===== src/rtl/tmr_pkg.sv =====
package tmr_pkg;

    localparam int DATA_W    = 16;
    localparam int NUM_TMR   = 6;
    localparam int GROUP_LEN = 3;

    // Edge qualifier encoding (field value matters to software).
    typedef enum logic [1:0] {
        EDGE_RISE = 2'b00,
        EDGE_FALL = 2'b01,
        EDGE_BOTH = 2'b10,
        EDGE_OFF  = 2'b11
    } edge_sel_e;

    // Per-timer control bundle.
    typedef struct packed {
        logic      run;
        logic      chain;
        edge_sel_e mode;
    } tmr_ctrl_t;

    // Neighbour whose underflow feeds timer idx, wrapping inside each group.
    function automatic int chain_src(input int idx, input int grp);
        if ((idx % grp) == 0)
            return idx + grp - 1;
        else
            return idx - 1;
    endfunction

    // Qualify a synchronised sample pair against the chosen edge mode.
    function automatic logic edge_hit(input edge_sel_e mode,
                                      input logic cur, input logic prev);
        case (mode)
            EDGE_RISE: return cur & ~prev;
            EDGE_FALL: return ~cur & prev;
            EDGE_BOTH: return cur ^ prev;
            default:   return 1'b0;
        endcase
    endfunction

endpackage


===== src/rtl/tmr_edge_det.sv =====
module tmr_edge_det
    import tmr_pkg::*;
(
    input  logic      clk,
    input  logic      rst,
    input  logic      pin,
    input  edge_sel_e mode,
    output logic      pulse
);

    logic sync_a;
    logic sync_b;
    logic hist;

    always_ff @(posedge clk) begin
        if (rst) begin
            sync_a <= 1'b0;
            sync_b <= 1'b0;
            hist   <= 1'b0;
        end else begin
            sync_a <= pin;
            sync_b <= sync_a;
            hist   <= sync_b;
        end
    end

    always_comb pulse = edge_hit(mode, sync_b, hist);


    pulse_needs_change_chk: assert property (@(posedge clk) disable iff (rst)
        pulse |-> (sync_b != hist));

endmodule


===== src/rtl/tmr_down_cnt.sv =====
module tmr_down_cnt #(
    parameter int WIDTH = tmr_pkg::DATA_W
) (
    input  logic             clk,
    input  logic             rst,
    input  logic             run,
    input  logic             evt,
    input  logic             wr,
    input  logic [WIDTH-1:0] wdata,
    output logic [WIDTH-1:0] count,
    output logic             uf
);

    localparam logic [WIDTH-1:0] ZERO = '0;

    logic [WIDTH-1:0] cnt_q;
    logic [WIDTH-1:0] rld_q;
    logic             seen_q;
    logic             run_q;
    logic             step;
    logic             armed;

    always_comb begin
        step  = run & evt;
        // armed: running since before this cycle and first event counted
        armed = run & run_q & seen_q;
    end

    always_ff @(posedge clk) begin
        if (rst) begin
            cnt_q  <= ZERO;
            rld_q  <= ZERO;
            seen_q <= 1'b0;
            run_q  <= 1'b0;
            uf     <= 1'b0;
        end else begin
            run_q <= run;
            uf    <= 1'b0;
            if (run && !run_q)
                seen_q <= 1'b0;
            if (step) begin
                seen_q <= 1'b1;
                if (cnt_q == ZERO) begin
                    cnt_q <= rld_q;
                    uf    <= 1'b1;
                end else begin
                    cnt_q <= cnt_q - 1'b1;
                end
            end
            if (wr) begin
                rld_q <= wdata;
                if (!armed)
                    cnt_q <= wdata;
            end
        end
    end

    assign count = cnt_q;


    uf_from_zero_chk: assert property (@(posedge clk) disable iff (rst)
        uf |-> $past(step && cnt_q == ZERO));


    stopped_hold_chk: assert property (@(posedge clk) disable iff (rst)
        (!run && !wr) |=> (cnt_q == $past(cnt_q)));


    reload_only_chk: assert property (@(posedge clk) disable iff (rst)
        (armed && wr && !evt) |=> (cnt_q == $past(cnt_q)));


    change_cause_chk: assert property (@(posedge clk) disable iff (rst)
        !$stable(cnt_q) |-> $past(step || wr));

endmodule


===== src/rtl/evt_timer_bank.sv =====
module evt_timer_bank
    import tmr_pkg::*;
#(
    parameter int WIDTH = tmr_pkg::DATA_W,
    parameter int NUM   = tmr_pkg::NUM_TMR,
    parameter int GROUP = tmr_pkg::GROUP_LEN,
    localparam int IDX_W = (NUM > 1) ? $clog2(NUM) : 1
) (
    input  logic               clk,
    input  logic               rst,
    input  logic [NUM-1:0]     ext_in,
    input  logic [NUM-1:0]     run,
    input  logic [NUM-1:0]     chain_sel,
    input  logic [2*NUM-1:0]   edge_mode,
    input  logic               wr_en,
    input  logic [IDX_W-1:0]   wr_sel,
    input  logic [WIDTH-1:0]   wr_data,
    input  logic [IDX_W-1:0]   rd_sel,
    output logic [WIDTH-1:0]   rd_data,
    output logic [NUM-1:0]     irq
);

    logic [WIDTH-1:0] cnt_arr [NUM];
    logic [NUM-1:0]   pin_evt;
    logic [NUM-1:0]   sel_evt;
    tmr_ctrl_t        ctrl [NUM];

    for (genvar i = 0; i < NUM; i++) begin : g_tmr
        localparam int SRC = chain_src(i, GROUP);
        logic wr_hit;

        always_comb begin
            ctrl[i].run   = run[i];
            ctrl[i].chain = chain_sel[i];
            ctrl[i].mode  = edge_sel_e'(edge_mode[2*i +: 2]);
            wr_hit        = wr_en && (wr_sel == IDX_W'(i));
            sel_evt[i]    = ctrl[i].chain ? irq[SRC] : pin_evt[i];
        end

        tmr_edge_det u_edge (
            .clk   (clk),
            .rst   (rst),
            .pin   (ext_in[i]),
            .mode  (ctrl[i].mode),
            .pulse (pin_evt[i])
        );

        tmr_down_cnt #(.WIDTH(WIDTH)) u_cnt (
            .clk   (clk),
            .rst   (rst),
            .run   (ctrl[i].run),
            .evt   (sel_evt[i]),
            .wr    (wr_hit),
            .wdata (wr_data),
            .count (cnt_arr[i]),
            .uf    (irq[i])
        );


        chain_ignores_pin_chk: assert property (@(posedge clk) disable iff (rst)
            (chain_sel[i] && !irq[SRC]) |-> !sel_evt[i]);
    end

    always_comb begin
        rd_data = '0;
        for (int k = 0; k < NUM; k++)
            if (rd_sel == IDX_W'(k))
                rd_data = cnt_arr[k];
    end

endmodule


===== config.mk =====
export PLATFORM = sky130hd
export DESIGN_NAME = evt_timer_bank
export DESIGN_NICKNAME = d
export VERILOG_FILES = /design/src/rtl/tmr_pkg.sv /design/src/rtl/tmr_edge_det.sv /design/src/rtl/tmr_down_cnt.sv /design/src/rtl/evt_timer_bank.sv
export SDC_FILE = /design/constraint.sdc
export NUM_CORES = 1
export LEC_CHECK = 0
export ABC_AREA = 1
export BUFFER_PORTS_ARGS = -buffer_cell sky130_fd_sc_hd__buf_4
export CAP_MARGIN = 20
export CELL_PAD_IN_SITES_DETAIL_PLACEMENT = 0
export CELL_PAD_IN_SITES_GLOBAL_PLACEMENT = 1
export CORE_MARGIN = 4
export CORE_UTILIZATION = 49
export CTS_BUF_LIST = sky130_fd_sc_hd__clkbuf_4
export DETAILED_ROUTE_END_ITERATION = 8
export PLACE_DENSITY_LB_ADDON = 0.1
export SYNTH_ARGS = -nofsm -noshare
export SYNTH_HDL_FRONTEND = slang
export SYNTH_SLANG_ARGS = --single-unit

===== constraint.sdc =====
create_clock -name clk -period 4.37 [get_ports clk]
set_input_delay 0.6555 -clock clk [delete_from_list [all_inputs] [get_ports clk]]
set_output_delay 0.6555 -clock clk [all_outputs]
set_load 0.05 [all_outputs]

==> metrics.txt <==
status=finished, final reports clean; Synth Register Bits=228; Synth warnings=0; Worst slew margin=29.2%; CP Max Fanout=8; Hold WC Path Type=in -> reg; post-synthesis cell area=14200 µm²; Synth cell types=41; CTS buffer count=69; Mapped Cells=2290; number of DRC markers in iteration 0=1071; H-tree Lvls=3; Crit path largest cell delay=0.43 ns; critical path's slowest cell=nor3_1; overall die area=31900 µm²; Critical Path RT=3.71 ns; Area Growth Syn to Fin=10.7%; vias in the first global route=13736; DP HPWL=36300 µm; worst path arrival time=2.19 ns; Tot GR Track Use=31.3%; clock latency on the worst-skew pair=0.71 ns; register area share after synthesis=32.0%; first-pass GRT wire length=77500 µm; crit path cell chain=buf_4, inv_1, nor3_1, buf_2, inv_1, o2111ai_1, buf_4; Port Buffers=76; layout cell share with drive strength beyond 1=12.7%; GP Congestion=0.976; total power=7.37 mW; skew final=0.0528 ns; CTS tree=done; total gr overflow=0; Worst Tran Pin Value=1.06 ns; Final Hold Fails=0; post-route ant nets=0; maxcap violations=0; Root Driver=clkbuf_4; detailed-route vias per instance=5.38; Core Area=28700 µm²; RSZ-0062 raised after global routing=no; syn nets=2369; setup violators final=0; DRT Wirelength=50100 µm; via count=15033; row count=62; DIE WIDTH=178 µm; Final Max Slew Viols=0; DR WL/cell=17.9 µm; maximum VDD drop=0.246 mV; clock tree sinks=228; postcts setup bufs=0; Peak Freq=351 MHz; CTS Buffer Depth=3; Vert. Die Dim=178 µm; Post-route DRC=0; I/O pin total=77; final-stage net count=2449; Power Density=468 nW/µm²; Setup CP Type=in -> out; Initial Util=49.6%; Hold Path Origin=ext_in[2]; CTS clk-pin slew, worst paths=0.05 ns; P_leak=7.73 nW; pin count of the biggest net entering global routing=67; CP Capture Type=primary output; critical path launch point type=primary input; fillers=3054; post-layout min period=2.85 ns; initial antenna violation count=3; worst r2r src=g_tmr[5].u_edge.hist; crit path from=rd_sel[2]; cts hold-fix bufs=0; fin crit share=65.2%; Setup TNS Final=0 ns; drt pass-1 iters=5; Syn Area/Cell=6.22 µm²; post-CTS resize count=0
metal layers:
metal / global-route usage (%) / wire (µm)
met4: 14.0 / 2210
met5: 0 / 0
met2: 48.5 / 22100
met1: 41.2 / 21700
met3: 7.78 / 4010
cells in the mapped netlist, drive strengths merged:
cell type | instances | share of area, %
nor2 | 425 | 13
o211ai | 1 | 0.053
xnor2 | 2 | 0.12
o2111ai | 15 | 0.92
nand2 | 519 | 14
buf | 55 | 2.4
xor2 | 6 | 0.37
nand3 | 208 | 7.7
dfxtp | 228 | 32
o21ai | 108 | 3.8
a21boi | 1 | 0.053
ha | 24 | 2.1
clkbuf | 21 | 0.56
a31oi | 20 | 0.88
inv | 340 | 9.0
a211oi | 18 | 0.95
o22ai | 13 | 0.57
or2 | 2 | 0.088
nor3 | 11 | 0.46
o21a | 14 | 0.74
a21oi | 219 | 7.9
clkinv | 5 | 0.14
nand4 | 21 | 0.92
nand3b | 14 | 0.74
cell type report:
cell class | instances | area, µm² | area share [%]
multi-input combinational | 1641 | 7970 | 50.5
sequential | 228 | 4560 | 28.9
inverter | 345 | 1300 | 8.24
clock buffer | 90 | 676 | 4.28
timing repair buffer | 85 | 639 | 4.05
tap | 384 | 480 | 3.05
clock inverter | 21 | 140 | 0.889
antenna | 2 | 5.00 | 0.0317
registers in the layout (all words and copies together) (netlist names):
register             flops
g_tmr.u_cnt.count       96
g_tmr.u_edge.sync_a      6
g_tmr.u_edge.hist        6
g_tmr.u_cnt.uf           6
g_tmr.u_edge.sync_b      6
g_tmr.u_cnt.rld_q       96
g_tmr.u_cnt.run_q        6
g_tmr.u_cnt.seen_q       6
power breakdown:
| part | switching (mW) | internal, mW | total (mW) |
|---|---|---|---|
| registers | 0.218 | 2.23 | 2.45 |
| clock network | 0.972 | 1.07 | 2.04 |
| logic | 1.95 | 0.933 | 2.88 |
cell usage in the layout, fill, tap and decap left out, types with 4 or more instances in the layout:
cell	n
nand3_2	7
nand2_2	27
o21ai_1	13
nand4_1	21
nand3b_1	14
ha_1	24
clkinv_1	17
nand2_4	4
a211oi_1	18
a21oi_2	8
buf_4	83
nor2_1	367
dfxtp_1	228
clkbuf_4	90
inv_1	327
xor2_1	6
o21ai_0	95
nand3_1	199
inv_2	15
nor2_4	24
a21oi_1	211
a31oi_1	20
nor3_1	9
o2111ai_1	15
o21a_1	14
nand2_1	488
o22ai_1	13
nor2_2	33
through the flow:
stage	instance area, µm²	std cells	worst slack (ns)	hold WS, ns	util, %
final	15800	2796	1.52	0.186	54.9
after global routing	15800	2795	1.39	0.160	54.9
after CTS	15800	2793	1.56	0.119	54.9
after detailed placement	14900	2682	1.56	0.397	52.0
after global placement	14900	2681	1.07	0.392	52.0
after floorplan	14200	2290	1.86	0.388	-
worst paths after layout:
check | end | slack [ns] | cells past startpoint
worst min register to register | g_tmr[0].u_edge.sync_b | 0.40 | 2
worst max register to register | g_tmr[5].u_cnt.count[11] | 2.16 | 11
worst min-delay path | g_tmr[2].u_edge.sync_a | 0.19 | 3
worst max-delay path | rd_data[5] | 1.52 | 7
worst max-delay path, delay by kind of cell:
family,cells,cell delay (ns)
and+or+nand+nor,1,0.43
AOI/OAI and AO/OA,1,0.26
buffers and inverters,5,0.85
kinds of logic (layout without fill, tap and decap cells):
family | after synthesis | count (layout) | synth area share [%]
AO/OA/AOI/OAI | 409 | 409 | 15.9
buffers and inverters | 421 | 541 | 12.0
XOR/XNOR | 8 | 8 | 0.492
AND/OR/NAND/NOR | 1200 | 1200 | 37.5
flip-flops | 228 | 228 | 32.0
adder cells (fa/ha/maj) | 24 | 24 | 2.11
other | 0 | 2 | 0
Note: power is estimated with default switching activity, not from simulation.
